`config.mk`:
```
export PLATFORM = sky130hd
export DESIGN_NAME = sop_macrocell
export DESIGN_NICKNAME = d
export VERILOG_FILES = /design/src/rtl/sop_cell_pkg.sv /design/src/rtl/sop_cell_cfg.sv /design/src/rtl/sop_term_array.sv /design/src/rtl/sop_cell_reg.sv /design/src/rtl/sop_macrocell.sv
export SDC_FILE = /design/constraint.sdc
export NUM_CORES = 1
export LEC_CHECK = 0
export BUFFER_PORTS_ARGS = -buffer_cell sky130_fd_sc_hd__buf_2
export CELL_PAD_IN_SITES_DETAIL_PLACEMENT = 1
export CELL_PAD_IN_SITES_GLOBAL_PLACEMENT = 1
export CORE_MARGIN = 4
export CORE_UTILIZATION = 41
export DETAILED_ROUTE_END_ITERATION = 10
export PLACE_DENSITY_LB_ADDON = 0.15
export SYNTH_ARGS = -nofsm -noshare
export SYNTH_HDL_FRONTEND = slang
export SYNTH_SLANG_ARGS = --single-unit
```
`constraint.sdc`:
```
create_clock -name clk -period 3.2 [get_ports clk]
set_input_delay 0.64 -clock clk [delete_from_list [all_inputs] [get_ports clk]]
set_output_delay 0.64 -clock clk [all_outputs]
set_load 0.005 [all_outputs]
```
`src/rtl/sop_cell_pkg.sv`:
```
package sop_cell_pkg;
  localparam int GROUP_TERMS = 4;
  localparam int LOGIC_TERMS = 2 * GROUP_TERMS;
  localparam int CTRL_TERMS  = 8;
  localparam int CT_OE  = 0;
  localparam int CT_PRE = 2;
  localparam int CT_CLR = 4;
  localparam int CT_CLK = 6;

  typedef enum logic [1:0] {
    MODE_D  = 2'd0,
    MODE_T  = 2'd1,
    MODE_JK = 2'd2,
    MODE_SR = 2'd3
  } sop_mode_e;

  typedef struct packed {
    logic      oe_force;
    logic      fb_reg;
    logic      clk_pt;
    logic      bypass;
    logic      invert;
    logic      take_next;
    logic      take_prev;
    logic      give_hi;
    logic      give_lo;
    sop_mode_e mode;
  } sop_flags_t;

  localparam int FLAGS_W = $bits(sop_flags_t);
endpackage

```
`src/rtl/sop_cell_cfg.sv`:
```
module sop_cell_cfg
  import sop_cell_pkg::*;
#(
  parameter int LW = 10
) (
  input  logic                      clk,
  input  logic                      rst,
  input  logic                      load,
  input  logic [LOGIC_TERMS*LW-1:0] logic_mask_in,
  input  logic [CTRL_TERMS*LW-1:0]  ctrl_mask_in,
  input  logic [FLAGS_W-1:0]        flags_in,
  output logic [LOGIC_TERMS*LW-1:0] logic_mask,
  output logic [CTRL_TERMS*LW-1:0]  ctrl_mask,
  output sop_flags_t                flags
);
  always_ff @(posedge clk) begin
    if (rst) begin
      logic_mask <= '0;
      ctrl_mask  <= '0;
      flags      <= '0;
    end else if (load) begin
      logic_mask <= logic_mask_in;
      ctrl_mask  <= ctrl_mask_in;
      flags      <= sop_flags_t'(flags_in);
    end
  end

  // configuration only moves on a load strobe
  a_r12_cfg_hold: assert property (@(posedge clk) disable iff (rst)
    !load |=> ($stable(logic_mask) && $stable(ctrl_mask) && $stable(flags)));
endmodule

```
`src/rtl/sop_term_array.sv`:
```
module sop_term_array #(
  parameter int LW = 10,
  parameter int NT = 8
) (
  input  logic [LW-1:0]    lits,
  input  logic [NT*LW-1:0] masks,
  output logic [NT-1:0]    terms
);
  for (genvar t = 0; t < NT; t++) begin : g_term
    logic [LW-1:0] m;
    assign m        = masks[t*LW +: LW];
    assign terms[t] = (|m) & (&(lits | ~m));
  end
endmodule

```
`src/rtl/sop_cell_reg.sv`:
```
module sop_cell_reg
  import sop_cell_pkg::*;
(
  input  logic      clk,
  input  logic      rst,
  input  sop_mode_e mode,
  input  logic      tick,
  input  logic      d_in,
  input  logic      lo_in,
  input  logic      hi_in,
  input  logic      pre,
  input  logic      clr,
  output logic      q
);
  logic nxt;

  always_comb begin
    case (mode)
      MODE_D:  nxt = d_in;
      MODE_T:  nxt = q ^ d_in;
      MODE_JK: case ({lo_in, hi_in})
                 2'b10:   nxt = 1'b1;
                 2'b01:   nxt = 1'b0;
                 2'b11:   nxt = ~q;
                 default: nxt = q;
               endcase
      MODE_SR: case ({lo_in, hi_in})
                 2'b10:   nxt = 1'b1;
                 2'b01:   nxt = 1'b0;
                 default: nxt = q;
               endcase
      default: nxt = q;
    endcase
  end

  always_ff @(posedge clk) begin
    if (rst)       q <= 1'b0;
    else if (clr)  q <= 1'b0;
    else if (pre)  q <= 1'b1;
    else if (tick) q <= nxt;
  end

  a_r7_clear_wins: assert property (@(posedge clk) disable iff (rst)
    clr |=> (q == 1'b0));
  a_r7_preset_sets: assert property (@(posedge clk) disable iff (rst)
    (pre && !clr) |=> (q == 1'b1));
  a_r5_d_loads: assert property (@(posedge clk) disable iff (rst)
    (tick && !pre && !clr && mode == MODE_D) |=> (q == $past(d_in)));
  a_r6_sr_hold: assert property (@(posedge clk) disable iff (rst)
    (tick && !pre && !clr && mode == MODE_SR && lo_in && hi_in) |=> $stable(q));
  a_r6_jk_toggle: assert property (@(posedge clk) disable iff (rst)
    (tick && !pre && !clr && mode == MODE_JK && lo_in && hi_in) |=> (q != $past(q)));
  a_r9_no_event_hold: assert property (@(posedge clk) disable iff (rst)
    (!tick && !pre && !clr) |=> $stable(q));
endmodule

```
`src/rtl/sop_macrocell.sv`:
```
module sop_macrocell
  import sop_cell_pkg::*;
#(
  parameter int N_IN = 4,
  localparam int NSIG = N_IN + 1,
  localparam int LW   = 2 * NSIG
) (
  input  logic                      clk,
  input  logic                      rst,
  input  logic                      cfg_load,
  input  logic [LOGIC_TERMS*LW-1:0] cfg_logic_mask,
  input  logic [CTRL_TERMS*LW-1:0]  cfg_ctrl_mask,
  input  logic [FLAGS_W-1:0]        cfg_flags,
  input  logic                      gclk_tick,
  input  logic [N_IN-1:0]           arr_in,
  input  logic                      from_prev,
  input  logic                      from_next,
  input  logic                      pin_ext,
  output logic                      to_prev,
  output logic                      to_next,
  output logic                      pin_out,
  output logic                      pin_oe,
  output logic                      pin_fb,
  output logic                      fb_int
);
  logic [LOGIC_TERMS*LW-1:0] lmask;
  logic [CTRL_TERMS*LW-1:0]  cmask;
  sop_flags_t                flags;

  sop_cell_cfg #(.LW(LW)) u_cfg (
    .clk(clk), .rst(rst), .load(cfg_load),
    .logic_mask_in(cfg_logic_mask), .ctrl_mask_in(cfg_ctrl_mask),
    .flags_in(cfg_flags),
    .logic_mask(lmask), .ctrl_mask(cmask), .flags(flags)
  );

  // literal vector; the global clock literals die while it clocks the cell
  logic [NSIG-1:0] sig;
  logic [LW-1:0]   lits;
  assign sig = {arr_in, gclk_tick};

  always_comb begin
    for (int i = 0; i < NSIG; i++) begin
      lits[2*i]   = sig[i];
      lits[2*i+1] = ~sig[i];
    end
    if (!flags.clk_pt) begin
      lits[0] = 1'b0;
      lits[1] = 1'b0;
    end
  end

  logic [LOGIC_TERMS-1:0] lt;
  logic [CTRL_TERMS-1:0]  ct;

  sop_term_array #(.LW(LW), .NT(LOGIC_TERMS)) u_logic_terms (
    .lits(lits), .masks(lmask), .terms(lt)
  );
  sop_term_array #(.LW(LW), .NT(CTRL_TERMS)) u_ctrl_terms (
    .lits(lits), .masks(cmask), .terms(ct)
  );

  // group allocation
  logic lo_or, hi_or, lo_use, hi_use, sum;
  assign lo_or  = |lt[GROUP_TERMS-1:0];
  assign hi_or  = |lt[LOGIC_TERMS-1:GROUP_TERMS];
  assign lo_use = (lo_or & ~flags.give_lo) | (from_prev & flags.take_prev);
  assign hi_use = (hi_or & ~flags.give_hi) | (from_next & flags.take_next);
  assign sum    = lo_use | hi_use;
  assign to_prev = lo_or & flags.give_lo;
  assign to_next = hi_or & flags.give_hi;

  // control pairs
  logic oe_t, pre_t, clr_t, clk_t, clk_t_q, tick;
  assign oe_t  = ct[CT_OE]  | ct[CT_OE+1];
  assign pre_t = ct[CT_PRE] | ct[CT_PRE+1];
  assign clr_t = ct[CT_CLR] | ct[CT_CLR+1];
  assign clk_t = ct[CT_CLK] | ct[CT_CLK+1];

  always_ff @(posedge clk) begin
    if (rst) clk_t_q <= 1'b0;
    else     clk_t_q <= clk_t;
  end

  assign tick = flags.clk_pt ? (clk_t & ~clk_t_q) : gclk_tick;

  logic q;
  sop_cell_reg u_reg (
    .clk(clk), .rst(rst), .mode(flags.mode), .tick(tick),
    .d_in(sum), .lo_in(lo_use), .hi_in(hi_use),
    .pre(pre_t), .clr(clr_t), .q(q)
  );

  logic node;
  assign node    = flags.bypass ? sum : q;
  assign pin_out = node ^ flags.invert;
  assign pin_oe  = flags.oe_force | oe_t;
  assign pin_fb  = pin_oe ? pin_out : pin_ext;
  assign fb_int  = flags.fb_reg ? q : node;

  // with the term clock selected, a steady clock term never moves the bit
  a_r9_pt_steady: assert property (@(posedge clk) disable iff (rst)
    (flags.clk_pt && clk_t_q && !pre_t && !clr_t) |=> $stable(q));
endmodule

```
==> reports/results.ini, run 1 <==
[status]
status=finished with violations
violations=negative setup slack

[cts]
clock_tree.root_cell=clkbuf_16
cts_max_path_buffers=2
clk_latency_ns=0.43
path_clk_slew_ns=0.07
cts_tree=built
numCtsBuffers=17
ctsHoldBuffers=0
htree_levels=4
clkSinkCount=173

[critical_path]
reg2reg_slack_ns=0.65
critPathKind=in -> out
cp.arrival_ns=2.68
worst-path-max-fanout=5
required_ns=2.56
cp-end-kind=output pin
cp_slowest_cell=a211o_1
cp_cell_sequence=buf_12, buf_6, mux2_1, a211oi_1, nand4_1, a41oi_2, a2111oi_4, a211o_1, a31oi_1, buf_2
cp-start-kind=input port
critPathMaxStageDelay_ns=0.33

[finish]
nets=1181
nFillCells=2088
area_growth_pct=29.5
final_layout_size_suffix_gt1_frac=0.309
seqCellArea_um2=3470
multi_input_area_um2=4180
final_area_um2=9980
final_cell_mix=190 x nor2_1, 190 x mux2i_1, 183 x buf_2, 168 x dfxtp_1, 40 x buf_4

[placed_design]
globalplace.congestion=0.782
numPortBuffers=187
placed_area_um2=9020
dp_hpwl_um=16500

[synthesis]
ys_seq_area_frac=0.449
mappedNetlistArea_um2=7710
yosys_warnings=0
synth_edf_count=0
synthArstFlopShare=0
synth_fp_nets=976
synth_area_per_cell_um2=9.71
syn_inst=794
ys.flop_type=dfxtp_1
yosys.cell_types.count=48
ys_ff_latch=173

[timing]
fmax_ghz=0.301
hold_viol_final=0
tightest_slew_ns=0.740
fin_skew_ns=0.00448
setup_ws_ns=-0.119
setup_viol_count_final=2
max_slew_margin=0.507
rsz0062_at_grt=yes
min_period_over_period=1.04
period_minus_slack_ns=3.32
whs_ns=0.442
slew_viol_final=0

[drt]
vias=6668
drc=0
vias_per_cell=5.37
wirelength_um=23400
wl_per_cell_um=18.8
first_pass_iters=4
ant_nets=0
drt_iter0_markers=237

[floorplan]
dieArea_um2=21100
core_area_um2=18200
io_pins=188
die_x_um=145
fp-row-count=49
start_util=0.423
die_h_um=145

[global_route]
grt_first_pass_wirelength_um=37000
antenna_found_initial=1
grt_max_degree=108
grt_pass1_vias=6988
grt_usage=0.215
overflow=0

[pwr]
leakage_nw=4.67
power_density_nw_per_um2=538
vdd.ir_drop.worst_mv=0.402
finalPower_w=0.00537

[run]
maxCapViolCount=0

[min_path]
hp-class=in -> reg

==> path summary, 6_finish.rpt <==
path | start | to | cells past startpoint
setup / recovery | arr_in[3] | pin_fb | 10
setup reg to reg | u_cfg.ctrl_mask[74] | u_reg.q | 7
hold reg to reg | u_cfg.flags[5] | u_cfg.flags[5] | 2
hold / removal | cfg_ctrl_mask[68] | u_cfg.ctrl_mask[68] | 3
==> per-layer routing <==
layer  wire length (µm)  vias to the layer above  track usage
met5                 13                        -            0
met4                227                        2       0.0570
met3               1330                       22       0.0477
met2              11100                      168        0.356
met1              10700                     3221        0.285
li1                   -                     3255            -
==> kinds of logic after synthesis <==
logic type | Yosys count | share of synthesized area
AND/OR/NAND/NOR | 303 | 0.182
multiplexers | 204 | 0.268
flip-flops | 173 | 0.449
AO/OA/AOI/OAI | 59 | 0.0672
buffers and inverters | 55 | 0.0333
==> sequential cells by signal, indices dropped and copies added, names as in the netlist <==
signal / flops
clk_t_q: 1
u_cfg.ctrl_mask: 80
u_cfg.flags: 11
u_cfg.logic_mask: 80
u_reg.q: 1
==> area by class of cell <==
cell class              instances  area share
repair buffers                237       0.144
diodes                          1    0.000251
flip-flops and latches        173       0.348
multi-input cells             566       0.419
clock inverters                 9      0.0112
well taps                     229      0.0287
clock buffers                  22      0.0475
inverters                       4     0.00150
==> synthesized netlist by cell type (6+ instances only) <==
| cell | n | area (µm²) |
|---|---|---|
| nor2_1 | 190 | 713 |
| nor2b_1 | 29 | 181 |
| nor4_1 | 30 | 188 |
| nand4_1 | 8 | 50.1 |
| buf_1 | 17 | 63.8 |
| a221oi_1 | 24 | 210 |
| mux2_1 | 7 | 78.8 |
| nand3_1 | 17 | 85.1 |
| nand2_1 | 7 | 26.3 |
| mux2i_1 | 190 | 1900 |
| dfxtp_1 | 173 | 3460 |
| clkbuf_1 | 22 | 82.6 |
| a211oi_1 | 6 | 45.0 |
==> worst max-delay path, delay by kind of cell <==
kind | cells | cell delay [ns]
multiplexers | 1 | 0.31
AND/OR/NAND/NOR | 1 | 0.17
AO/OA/AOI/OAI | 5 | 1.17
buffers and inverters | 3 | 0.38
==> where the power goes <==
group          switching, W  internal, W  leakage [nW]
clock network      0.000865      0.00121         0.283
logic              0.000414     0.000460          2.96
registers          0.000131      0.00229          1.43
total               0.00141      0.00396          4.67
==> metrics by stage <==
step	util	setup slack (ns)	TNS [ns]	std cells
3_5_place_dp	0.495	-0.201	-0.533	1193
5_1_grt	0.548	-0.256	-0.525	1240
6_report	0.548	-0.119	-0.231	1241
4_1_cts	0.537	-0.0485	-0.0854	1232
3_3_place_gp	0.495	-0.144	-0.367	1193
2_1_floorplan	-	0.177	0	794
==> timing repair <==
action | CTS | global route
resized for setup | 25 | 27
pin swaps | 12 | 16
setup endpoints to repair | 3 | 4
setup buffers | 8 | 8
(Power assumes the default switching activity.)
==> run 2, diff against run 1 <==
--- a/config.mk
+++ b/config.mk
@@ -9,9 +9,11 @@
 export CELL_PAD_IN_SITES_DETAIL_PLACEMENT = 1
 export CELL_PAD_IN_SITES_GLOBAL_PLACEMENT = 1
 export CORE_MARGIN = 4
-export CORE_UTILIZATION = 41
+export CORE_UTILIZATION = 42
+export CTS_BUF_LIST = sky130_fd_sc_hd__clkbuf_8
 export DETAILED_ROUTE_END_ITERATION = 10
 export PLACE_DENSITY_LB_ADDON = 0.15
+export REMOVE_ABC_BUFFERS = 1
 export SYNTH_ARGS = -nofsm -noshare
 export SYNTH_HDL_FRONTEND = slang
 export SYNTH_SLANG_ARGS = --single-unit
==> run 2 against run 1 <==
The flow still finishes with violations (negative setup slack). Core utilization is 0.86 points lower. Die area is 2.2% lower. Flip-flop and latch count stayed put. Hold slack worse by 0.024 ns. Non-clock buffer count stayed put. Critical path depth stayed put. Power is 12% lower. Cell count stayed put. Critical path type unchanged. Critical endpoint unchanged.
==> reports/results.ini, run 2 (synthesized netlist as in run 1, its figures left out) <==
[placed_design]
dp_hpwl_um=16700
globalplace.congestion=0.832
numPortBuffers=187

[drt]
ant_nets=0
vias_per_cell=5.33
drc=0
vias=6619
first_pass_iters=4
wirelength_um=22600
wl_per_cell_um=18.2
drt_iter0_markers=209

[finish]
area_growth_pct=26.2
reg.largest.list=u_cfg.ctrl_mask (80), u_cfg.logic_mask (80), u_cfg.flags (11)
layout_commonest_cell=mux2i_1
final_layout_size_suffix_gt1_frac=0.309
final_cell_mix=190 x mux2i_1, 189 x nor2_1, 182 x buf_2, 167 x dfxtp_1, 47 x buf_4
antenna_cells=0
nets=1181

[critical_path]
required_ns=2.56
ff2ff_path_depth=7
r2r-start=u_cfg.ctrl_mask[64]
cp-end-kind=output pin
timing.rr.end=u_reg.q
cp.arrival_ns=2.66
worst-path-max-fanout=5
reg2reg_slack_ns=0.77
cp-start-kind=input port
critPathKind=in -> out

[cts]
numCtsBuffers=17
clk_latency_ns=0.45
path_clk_slew_ns=0.10
clkSinkCount=173
htree_levels=4
cts_tree=built
cts_max_path_buffers=2
ctsHoldBuffers=0
clock_tree.root_cell=clkbuf_8

[global_route]
antenna_found_initial=4
grt_usage=0.216
overflow=0
grt_first_pass_wirelength_um=35200
grt_pass1_vias=6791
grt_max_degree=79

[timing]
fmax_ghz=0.303
slew_viol_final=0
rsz0062_at_grt=yes
setup_viol_count_final=2
max_slew_margin=0.602
tightest_slew_ns=0.597
setup_ws_ns=-0.0974
fin_tns_setup_ns=-0.121
fin_skew_ns=0.0130
period_minus_slack_ns=3.30
min_period_over_period=1.03
hold_viol_final=0
whs_ns=0.419

[run]
maxCapViolCount=0

[min_path]
hp-class=in -> reg
hp-start=cfg_logic_mask[2]
whs_endpoint=u_cfg.logic_mask[2]
min_path_cells=3

[floorplan]
die_x_um=143
start_util=0.428
core_area_um2=18000
fp-row-count=49
die_h_um=143
dieArea_um2=20600
io_pins=188

[status]
violations=negative setup slack
status=finished with violations

[pwr]
leakage_nw=4.56
vdd.ir_drop.worst_mv=0.368
power_density_nw_per_um2=485
finalPower_w=0.00472

[run 2: cell type report]
class	count	area [µm²]
Multi-Input combinational cell	566	4180
Clock buffer	18	248
Inverter	4	15.0
Tap cell	229	287
Clock inverter	14	121
Sequential cell	173	3470
Timing Repair Buffer	237	1400
Fill cell	2100	8300
[run 2: repair_timing]
item / in CTS / in global routing
endpoints found under the setup margin: 3 / 3
gates resized for setup: 34 / 13
cloned: 0 / 0
pin swaps: 17 / 18
setup buffers: 10 / 4
[run 2: power breakdown]
| group | leakage [nW] | switching [W] | internal, W |
|---|---|---|---|
| clock | 0.179 | 0.000820 | 0.000635 |
| combinational | 2.95 | 0.000398 | 0.000452 |
| sequential | 1.43 | 0.000125 | 0.00229 |
| total | 4.56 | 0.00134 | 0.00337 |
[run 2: worst max path at each step]
| stage | from | end | slack (ns) | depth (start not counted) |
|---|---|---|---|---|
| after detailed placement | arr_in[3] | pin_fb | -0.22 | 10 |
| after global placement | arr_in[3] | pin_fb | -0.20 | 9 |
| final | gclk_tick | pin_fb | -0.1 | 10 |
| after floorplan | gclk_tick | pin_fb | 0.21 | 7 |
| after CTS | u_cfg.flags[8] | pin_fb | -0.12 | 10 |
| after global routing | u_cfg.logic_mask[37] | pin_fb | -0.25 | 9 |
[run 2: per-stage QoR]
| stage | instance area (µm²) | setup slack, ns | cells | utilization |
|---|---|---|---|---|
| 3_5_place_dp | 9060 | -0.217 | 1197 | 0.503 |
| 3_3_place_gp | 9060 | -0.204 | 1197 | 0.503 |
| 2_1_floorplan | 7470 | 0.206 | 743 | - |
| 6_report | 9730 | -0.0974 | 1241 | 0.540 |
| 5_1_grt | 9730 | -0.254 | 1241 | 0.540 |
| 4_1_cts | 9660 | -0.124 | 1238 | 0.536 |
[run 2: worst max-delay path, stage by stage]
cell and delay (ns):
buf_2 0.13, nand2b_4 0.20, a21oi_1 0.09, o211ai_1 0.37
a41oi_4 0.21, a2111oi_4 0.45, buf_4 0.19, o211ai_1 0.10
a31oi_1 0.15, buf_2 0.13
[run 2: routing by layer]
layer,global-route usage,part of all wire,vias to the layer above
met2,0.375,0.49,134
li1,-,-,3251
met1,0.271,0.44,3198
met4,0.0491,0.013,8
met5,0,0.0020,-
met3,0.0556,0.050,28
